### src/rtl/rbfi_pkg.sv
// Package: shared widths, control-word layout and select code for the
// readback stream fault injector.
package rbfi_pkg;

    localparam int DATA_W = 8;
    localparam int LOC_W  = 11;
    localparam int KIND_W = 2;
    localparam int CFG_W  = KIND_W + LOC_W + DATA_W;
    localparam int IR_W   = 10;

    localparam logic [IR_W-1:0] SEL_CODE = 10'b00_0001_0101;

    typedef enum logic [KIND_W-1:0] {
        INJ_NONE   = 2'b00,
        INJ_SINGLE = 2'b01,
        INJ_DOUBLE = 2'b10,
        INJ_BAD    = 2'b11
    } inj_kind_e;

    typedef struct packed {
        inj_kind_e         kind;
        logic [LOC_W-1:0]  loc;
        logic [DATA_W-1:0] pat;
    } inj_cfg_t;

    // Purpose: number of bytes a fault kind corrupts (0, 1 or 2).
    function automatic int unsigned kind_span(inj_kind_e k);
        case (k)
            INJ_SINGLE: kind_span = 1;
            INJ_DOUBLE: kind_span = 2;
            default:    kind_span = 0;
        endcase
    endfunction

endpackage

### src/rtl/rbfi_dr_port.sv
// Module: rbfi_dr_port
// Serial control port. It is a shift register that loads LSB first, plus an
// update strobe. Both act only while user mode is set and the select code
// is present. Assumes the shift and update strobes are synchronous to clk.
module rbfi_dr_port
    import rbfi_pkg::*;
#(
    parameter int                 WORD_W = CFG_W,
    parameter int                 CODE_W = IR_W,
    parameter logic [CODE_W-1:0]  CODE   = SEL_CODE
) (
    input  logic              clk,
    input  logic              rst_n,
    input  logic              user_mode,
    input  logic [CODE_W-1:0] ir_code,
    input  logic              shift_en,
    input  logic              tdi,
    input  logic              update,
    output logic              tdo,
    output logic [WORD_W-1:0] sr_q,
    output logic              upd_pulse
);

    logic sel;

    // Purpose: the port is live only in user mode with its own code.
    always_comb begin
        sel = user_mode && (ir_code == CODE);
    end

    // Purpose: shift the serial input into the top bit.
    always_ff @(posedge clk) begin
        if (!rst_n) begin
            sr_q <= '0;
        end else if (sel && shift_en) begin
            sr_q <= {tdi, sr_q[WORD_W-1:1]};
        end
    end

    // Purpose: serial output and the gated update strobe.
    always_comb begin
        tdo       = sr_q[0];
        upd_pulse = sel && update;
    end

endmodule

### src/rtl/rbfi_stage.sv
// Module: rbfi_stage
// Holds the staged word and the active word. At a frame boundary a staged
// word becomes active and arms a fault for the next frame. A boundary with
// nothing staged disarms. An update in the boundary cycle stays staged
// for the next boundary.
module rbfi_stage
    import rbfi_pkg::*;
(
    input  logic     clk,
    input  logic     rst_n,
    input  logic     upd_pulse,
    input  inj_cfg_t upd_word,
    input  logic     boundary,
    output inj_cfg_t active_q,
    output logic     armed_q
);

    inj_cfg_t pend_q;
    logic     pend_v_q;

    // Purpose: move the staged word to active at a boundary, then stage updates.
    always_ff @(posedge clk) begin
        if (!rst_n) begin
            pend_q   <= '0;
            pend_v_q <= 1'b0;
            active_q <= '0;
            armed_q  <= 1'b0;
        end else begin
            if (boundary) begin
                if (pend_v_q) begin
                    active_q <= pend_q;
                    armed_q  <= (kind_span(pend_q.kind) != 0);
                    pend_v_q <= 1'b0;
                end else begin
                    armed_q  <= 1'b0;
                end
            end
            if (upd_pulse) begin
                pend_q   <= upd_word;
                pend_v_q <= 1'b1;
            end
        end
    end

endmodule

### src/rtl/rbfi_pos.sv
// Module: rbfi_pos
// Byte position counter inside a frame. It counts accepted bytes and clears
// after the last byte, either flagged by the stream or reached by count.
// Assumes frames are at most FRAME_LEN bytes long.
module rbfi_pos #(
    parameter int FRAME_LEN = 256,
    localparam int POS_W    = (FRAME_LEN > 2) ? $clog2(FRAME_LEN) : 1
) (
    input  logic             clk,
    input  logic             rst_n,
    input  logic             in_valid,
    input  logic             in_last,
    output logic [POS_W-1:0] pos_q
);

    localparam logic [POS_W-1:0] POS_END = POS_W'(FRAME_LEN - 1);

    // Purpose: advance on each accepted byte and clear at the frame end.
    always_ff @(posedge clk) begin
        if (!rst_n) begin
            pos_q <= '0;
        end else if (in_valid) begin
            if (in_last || pos_q == POS_END) begin
                pos_q <= '0;
            end else begin
                pos_q <= pos_q + 1'b1;
            end
        end
    end

endmodule

### src/rtl/rbfi_xor.sv
// Module: rbfi_xor
// Output register with XOR corruption. A generate loop builds one match
// lane per corrupted byte slot. A lane fires when the position equals
// offset+lane, the slot lies inside the frame and the fault kind reaches
// that lane. Assumes the position counter and the armed state refer to
// the byte on the input.
module rbfi_xor
    import rbfi_pkg::*;
#(
    parameter int FRAME_LEN = 256,
    parameter int POS_W     = 8
) (
    input  logic              clk,
    input  logic              rst_n,
    input  logic              in_valid,
    input  logic              in_last,
    input  logic [DATA_W-1:0] in_data,
    input  logic [POS_W-1:0]  pos,
    input  logic              armed,
    input  inj_cfg_t          cfg,
    output logic              out_valid,
    output logic              out_last,
    output logic [DATA_W-1:0] out_data,
    output logic              inject_done
);

    localparam int LANES = 2;
    localparam int CMP_W = ((LOC_W > POS_W) ? LOC_W : POS_W) + 2;
    localparam logic [CMP_W-1:0] LEN_C = CMP_W'(FRAME_LEN);

    logic [LANES-1:0] lane_hit;
    logic [LANES-1:0] lane_ok;
    logic [CMP_W-1:0] pos_c;
    int unsigned      span;
    logic             hit;
    logic             at_final;

    // Purpose: widen the position and find how many slots the kind covers.
    always_comb begin
        pos_c = CMP_W'(pos);
        span  = kind_span(cfg.kind);
    end

    for (genvar k = 0; k < LANES; k++) begin : g_lane
        logic [CMP_W-1:0] tgt;
        // Purpose: target position of this slot, and whether it is usable.
        always_comb begin
            tgt        = CMP_W'(cfg.loc) + CMP_W'(k);
            lane_ok[k] = (span > k) && (tgt < LEN_C);
            lane_hit[k] = lane_ok[k] && (pos_c == tgt);
        end
    end

    // Purpose: any slot matching, and whether it is the last usable slot.
    always_comb begin
        hit      = armed && in_valid && (|lane_hit);
        at_final = lane_ok[1] ? lane_hit[1] : lane_hit[0];
    end

    // Purpose: register the stream one cycle and apply the XOR.
    always_ff @(posedge clk) begin
        if (!rst_n) begin
            out_valid   <= 1'b0;
            out_last    <= 1'b0;
            out_data    <= '0;
            inject_done <= 1'b0;
        end else begin
            out_valid   <= in_valid;
            out_last    <= in_valid && in_last;
            out_data    <= hit ? (in_data ^ cfg.pat) : in_data;
            inject_done <= hit && at_final;
        end
    end

endmodule

### src/rtl/rb_fault_injector.sv
// Module: rb_fault_injector
// Top of the readback stream fault injector. It connects the serial
// control port, the stage/activate logic, the byte position counter and
// the XOR output stage. Assumes one byte per cycle when in_valid is high
// and in_last on the final byte of each frame.
module rb_fault_injector
    import rbfi_pkg::*;
#(
    parameter int FRAME_LEN = 256
) (
    input  logic              clk,
    input  logic              rst_n,
    input  logic              user_mode,
    input  logic [IR_W-1:0]   ir_code,
    input  logic              dr_shift,
    input  logic              dr_tdi,
    input  logic              dr_update,
    output logic              dr_tdo,
    input  logic              in_valid,
    input  logic              in_last,
    input  logic [DATA_W-1:0] in_data,
    output logic              out_valid,
    output logic              out_last,
    output logic [DATA_W-1:0] out_data,
    output logic              inject_done,
    output logic [CFG_W-1:0]  active_cfg
);

    localparam int POS_W = (FRAME_LEN > 2) ? $clog2(FRAME_LEN) : 1;

    logic [CFG_W-1:0] dr_sr;
    logic             dr_upd;
    inj_cfg_t         stg_active;
    logic             stg_armed;
    logic [POS_W-1:0] pos;
    logic             boundary;

    // Purpose: a frame boundary is the accepted last byte.
    always_comb begin
        boundary   = in_valid && in_last;
        active_cfg = stg_active;
    end

    rbfi_dr_port u_port (
        .clk       (clk),
        .rst_n     (rst_n),
        .user_mode (user_mode),
        .ir_code   (ir_code),
        .shift_en  (dr_shift),
        .tdi       (dr_tdi),
        .update    (dr_update),
        .tdo       (dr_tdo),
        .sr_q      (dr_sr),
        .upd_pulse (dr_upd)
    );

    rbfi_stage u_stage (
        .clk       (clk),
        .rst_n     (rst_n),
        .upd_pulse (dr_upd),
        .upd_word  (inj_cfg_t'(dr_sr)),
        .boundary  (boundary),
        .active_q  (stg_active),
        .armed_q   (stg_armed)
    );

    rbfi_pos #(.FRAME_LEN(FRAME_LEN)) u_pos (
        .clk      (clk),
        .rst_n    (rst_n),
        .in_valid (in_valid),
        .in_last  (in_last),
        .pos_q    (pos)
    );

    rbfi_xor #(.FRAME_LEN(FRAME_LEN), .POS_W(POS_W)) u_xor (
        .clk         (clk),
        .rst_n       (rst_n),
        .in_valid    (in_valid),
        .in_last     (in_last),
        .in_data     (in_data),
        .pos         (pos),
        .armed       (stg_armed),
        .cfg         (stg_active),
        .out_valid   (out_valid),
        .out_last    (out_last),
        .out_data    (out_data),
        .inject_done (inject_done)
    );

endmodule

### config.mk
export PLATFORM = sky130hd
export DESIGN_NAME = rb_fault_injector
export DESIGN_NICKNAME = d
export VERILOG_FILES = /design/src/rtl/rbfi_pkg.sv /design/src/rtl/rbfi_dr_port.sv /design/src/rtl/rbfi_stage.sv /design/src/rtl/rbfi_pos.sv /design/src/rtl/rbfi_xor.sv /design/src/rtl/rb_fault_injector.sv
export SDC_FILE = /design/constraint.sdc
export NUM_CORES = 1
export LEC_CHECK = 0
export ABC_AREA = 1
export BUFFER_PORTS_ARGS = -buffer_cell sky130_fd_sc_hd__buf_2
export CAP_MARGIN = 30
export CORE_MARGIN = 10
export CORE_UTILIZATION = 55
export DETAILED_ROUTE_END_ITERATION = 7
export PLACE_DENSITY = 0.78
export SLEW_MARGIN = 30
export SYNTH_ARGS = -nofsm -noshare
export SYNTH_HDL_FRONTEND = slang
export SYNTH_SLANG_ARGS = --single-unit
### constraint.sdc
create_clock -name clk -period 3 [get_ports clk]
set_input_delay 0.45 -clock clk [delete_from_list [all_inputs] [get_ports clk]]
set_output_delay 0.45 -clock clk [all_outputs]
set_load 0.02 [all_outputs]
==> key figures <==
Outcome
  • Status: complete, no violations

Logic synthesis
  • Syn nets: 511
  • Netlist Area Pre-Place: 0.00358 mm²
  • Register area share after synthesis: 0.470
  • Mapped Cells: 482
  • Largest area contributor in the netlist: dfxtp_1
  • Mux cell area share after synthesis: 0
  • Synth top area share: 0.470
  • Yosys warns: 0
  • FF+latch count, synth: 84
  • Synth unique cells: 31
  • Largest family of logic cells by synthesized area: compound AO/OA/AOI/OAI gates
  • Adder-cell area share of the yosys netlist: 0.0105
  • Mean cell area of the mapped netlist: 7.43 µm²
  • Synth top area cells: dfxtp_1 47%, a21oi_1 11%, o21ai_0 9.2%
  • Synth Area in Compound Gates: 0.210
  • XOR/XNOR Fraction of Synth Area: 0.0147
  • Synth Area in Simple Gates: 0.182

GRT
  • Total GRT Usage: 0.161
  • First-pass GRT wire length: 13700 µm
  • Vias in the first global route: 3056
  • Grt met3 use: 0.0473
  • Most used routing layer: met2
  • M1 GR Usage: 0.191
  • Largest net degree at the start of global routing: 56
  • Initial antenna violation count: 0
  • Grt total ovfl: 0
  • Met2 Use GR: 0.259

Power and ir drop
  • Internal: 1.57 mW
  • Lkg Pwr: 1.69 nW
  • Clock share of power: 0.407
  • Combinational group share of total power: 0.044
  • Switch share: 0.234
  • Sequential power share: 0.549
  • Pwr Density: 502 mW/mm²
  • P_sw: 480 µW
  • VDD IR max: 0.325 mV

Clock tree
  • CTS buffer count: 9
  • CTS Buffer Depth: 2
  • Total setup buffers inserted after CTS: 0
  • Root buffer cell: clkbuf_8
  • TritonCTS clock tree: yes
  • Post-cts resize count: 0
  • Cts-stage hold buffer count: 0
  • Clock-pin slew on the worst setup and hold paths: 0.09 ns
  • Total number of H-tree levels: 3
  • Clock latency on the worst-skew pair: 0.35 ns
  • CTS Sinks: 84

Worst setup path
  • Critical path type: register to register
  • Reg-to-Reg Start: u_stage.active_q[9]
  • Slowest-stage cell, CP: dfxtp_1
  • Required @ worst endpoint: 3.25 ns
  • Top cell by count, worst path: nand2_1
  • CP Cell Sequence: ha_1, nand2_1, nor2_2, nand2_1, nand2_1, nand2_1, nor2_2, nand3_2, nand2_4, nand3_1, nand2_1, nor2_1
  • Critical Path AT: 2.20 ns
  • Critical path capture point type: register
  • Reg2reg path depth: 12
  • Worst Setup SP: u_stage.active_q[9]
  • Startpoint types: register
  • Max FO, Critical Path: 17
  • CP max stage delay: 0.46 ns

Floorplan
  • Die Y: 101 µm
  • Die ar.: 0.0101 mm²
  • Site Rows: 29
  • Number of top-level pins: 59
  • Die X: 101 µm
  • Starting Density: 0.564
  • Core area: 0.00635 mm²

Drt
  • Antenna-violating nets left: 0
  • Number of remaining DRC errors: 0
  • Drt pass-1 iters: 4
  • Post-DR wirelength/cell: 13.1 µm
  • Vias: 3127
  • Final wirelength: 8010 µm
  • Post-DR vias/cell: 5.10
  • DRT iter0 DRCs: 176

Place
  • IO Port Bufs: 58
  • Placement-stage cell area: 0.00388 mm²
  • Final Wtd Congestion: 0.948
  • Hpwl dp: 5720 µm

Timing
  • Tcrit/Tclk final: 0.650
  • Setup Skew: 0.00671 ns
  • Final setup violation count: 0
  • Min Hold Slack: 0.337 ns
  • Max_slew headroom: 0.467
  • RSZ-0062 raised after global routing: false
  • Worst slew pin tran: 0.800 ns
  • Max Freq: 513 MHz
  • Hold Vio Cnt, Final: 0
  • Max Slew Vio Count: 0
  • Minimum clock period: 1.95 ns
  • Setup TNS: 0 ns

Layout
  • Nets@finish: 560
  • Syn-to-layout area delta: 14.2%
  • Fin area: 0.00409 mm²
  • Layout cell share with drive strength beyond 1: 0.172
  • N_diodes: 0

Worst hold path
  • Hold Path Stages: 3
  • Hold Path Origin: in_data[3]
  • Min-delay worst type: primary input to register

Job
  • Total of max-cap violations: 0
[cells in the mapped netlist (all sizes together)]
| cell | number |
|---|---|
| nor4 | 3 |
| nor3 | 4 |
| clkbuf | 19 |
| o211a | 1 |
| xnor2 | 1 |
| o21ai | 67 |
| a21oi | 77 |
| nor3b | 1 |
| xor2 | 5 |
| inv | 75 |
| and3 | 1 |
| ha | 3 |
| nor2 | 34 |
| buf | 5 |
| a211oi | 3 |
| nand4 | 3 |
| or2 | 1 |
| nand3 | 25 |
| nand3b | 2 |
| nand2 | 68 |
| dfxtp | 84 |
[routing by layer]
layer / vias up / part of all wire
li1: 1665 / -
met1: 1386 / 0.45
met2: 62 / 0.49
met3: 14 / 0.051
met4: 0 / 0.018
met5: - / 0
[area by class of cell]
| cell class | instances | area (µm²) |
|---|---|---|
| Inverter | 75 | 282 |
| Clock inverter | 6 | 71.3 |
| Tap cell | 77 | 96.3 |
| Multi-Input combinational cell | 299 | 1500 |
| Clock buffer | 10 | 138 |
| Sequential cell | 84 | 1680 |
| Fill cell | 559 | 2260 |
| Timing Repair Buffer | 62 | 320 |
[registers in the layout, indices dropped and copies added, names as in the netlist]
register / cells
u_stage.active_q: 21
u_stage.pend_v_q: 1
u_xor.inject_done: 1
u_xor.out_valid: 1
u_xor.out_data: 8
u_port.sr_q: 21
u_stage.armed_q: 1
u_xor.out_last: 1
u_stage.pend_q: 21
u_pos.pos_q: 8
[cells in the final DEF, fill, tap and decap left out, types with 2 or more instances in the layout]
cell type	n
buf_4	4
a211oi_1	3
nand2_1	64
inv_1	74
nand3b_1	2
nand3_2	2
ha_1	3
xor2_1	5
nor4_1	3
a21oi_1	77
nand4_1	3
buf_2	58
o21ai_0	66
nor2_1	28
nand2_2	3
nand3_1	23
dfxtp_1	84
clkbuf_8	10
nor2_4	3
nor2_2	3
nor3_1	4
[critical path: cells and delay by family (launching register included)]
kind	cells	cell delay (ns)
DFF	1	0.46
and+or+nand+nor	11	1.11
adders and majority gates	1	0.28
[cell families after synthesis]
kind of cell	after synthesis
compound gates	148
simple gates	142
buf+inv	99
flops	84
xor+xnor	6
fa+ha+maj	3
[per-stage QoR]
stage,power (mW),util,setup slack [ns],instances
2_1_floorplan,1.21,-,1.13,482
3_3_place_gp,1.24,0.611,1.06,597
3_5_place_dp,1.24,0.611,0.996,597
4_1_cts,2.07,0.644,1.05,613
5_1_grt,2.12,0.644,0.784,613
6_report,2.05,0.644,1.05,613
[power groups by stage]
| stage | registers, mW | logic (mW) | clock network, mW |
|---|---|---|---|
| 5_1_grt | 1.13 | 0.102 | 0.888 |
| 3_3_place_gp | 1.15 | 0.0865 | 0 |
| 6_report | 1.13 | 0.0896 | 0.836 |
| 3_5_place_dp | 1.15 | 0.0891 | 0 |
| 4_1_cts | 1.13 | 0.0898 | 0.850 |
| 2_1_floorplan | 1.16 | 0.0462 | 0 |
[final timing paths]
| path | slack [ns] | end |
|---|---|---|
| setup / recovery | 1.05 | u_xor.out_data[7] |
| hold reg to reg | 0.46 | u_port.sr_q[20] |
| hold / removal | 0.34 | u_xor.out_data[3] |
| setup reg to reg | 1.05 | u_xor.out_data[7] |
Note: power is estimated with default switching activity, not from simulation.
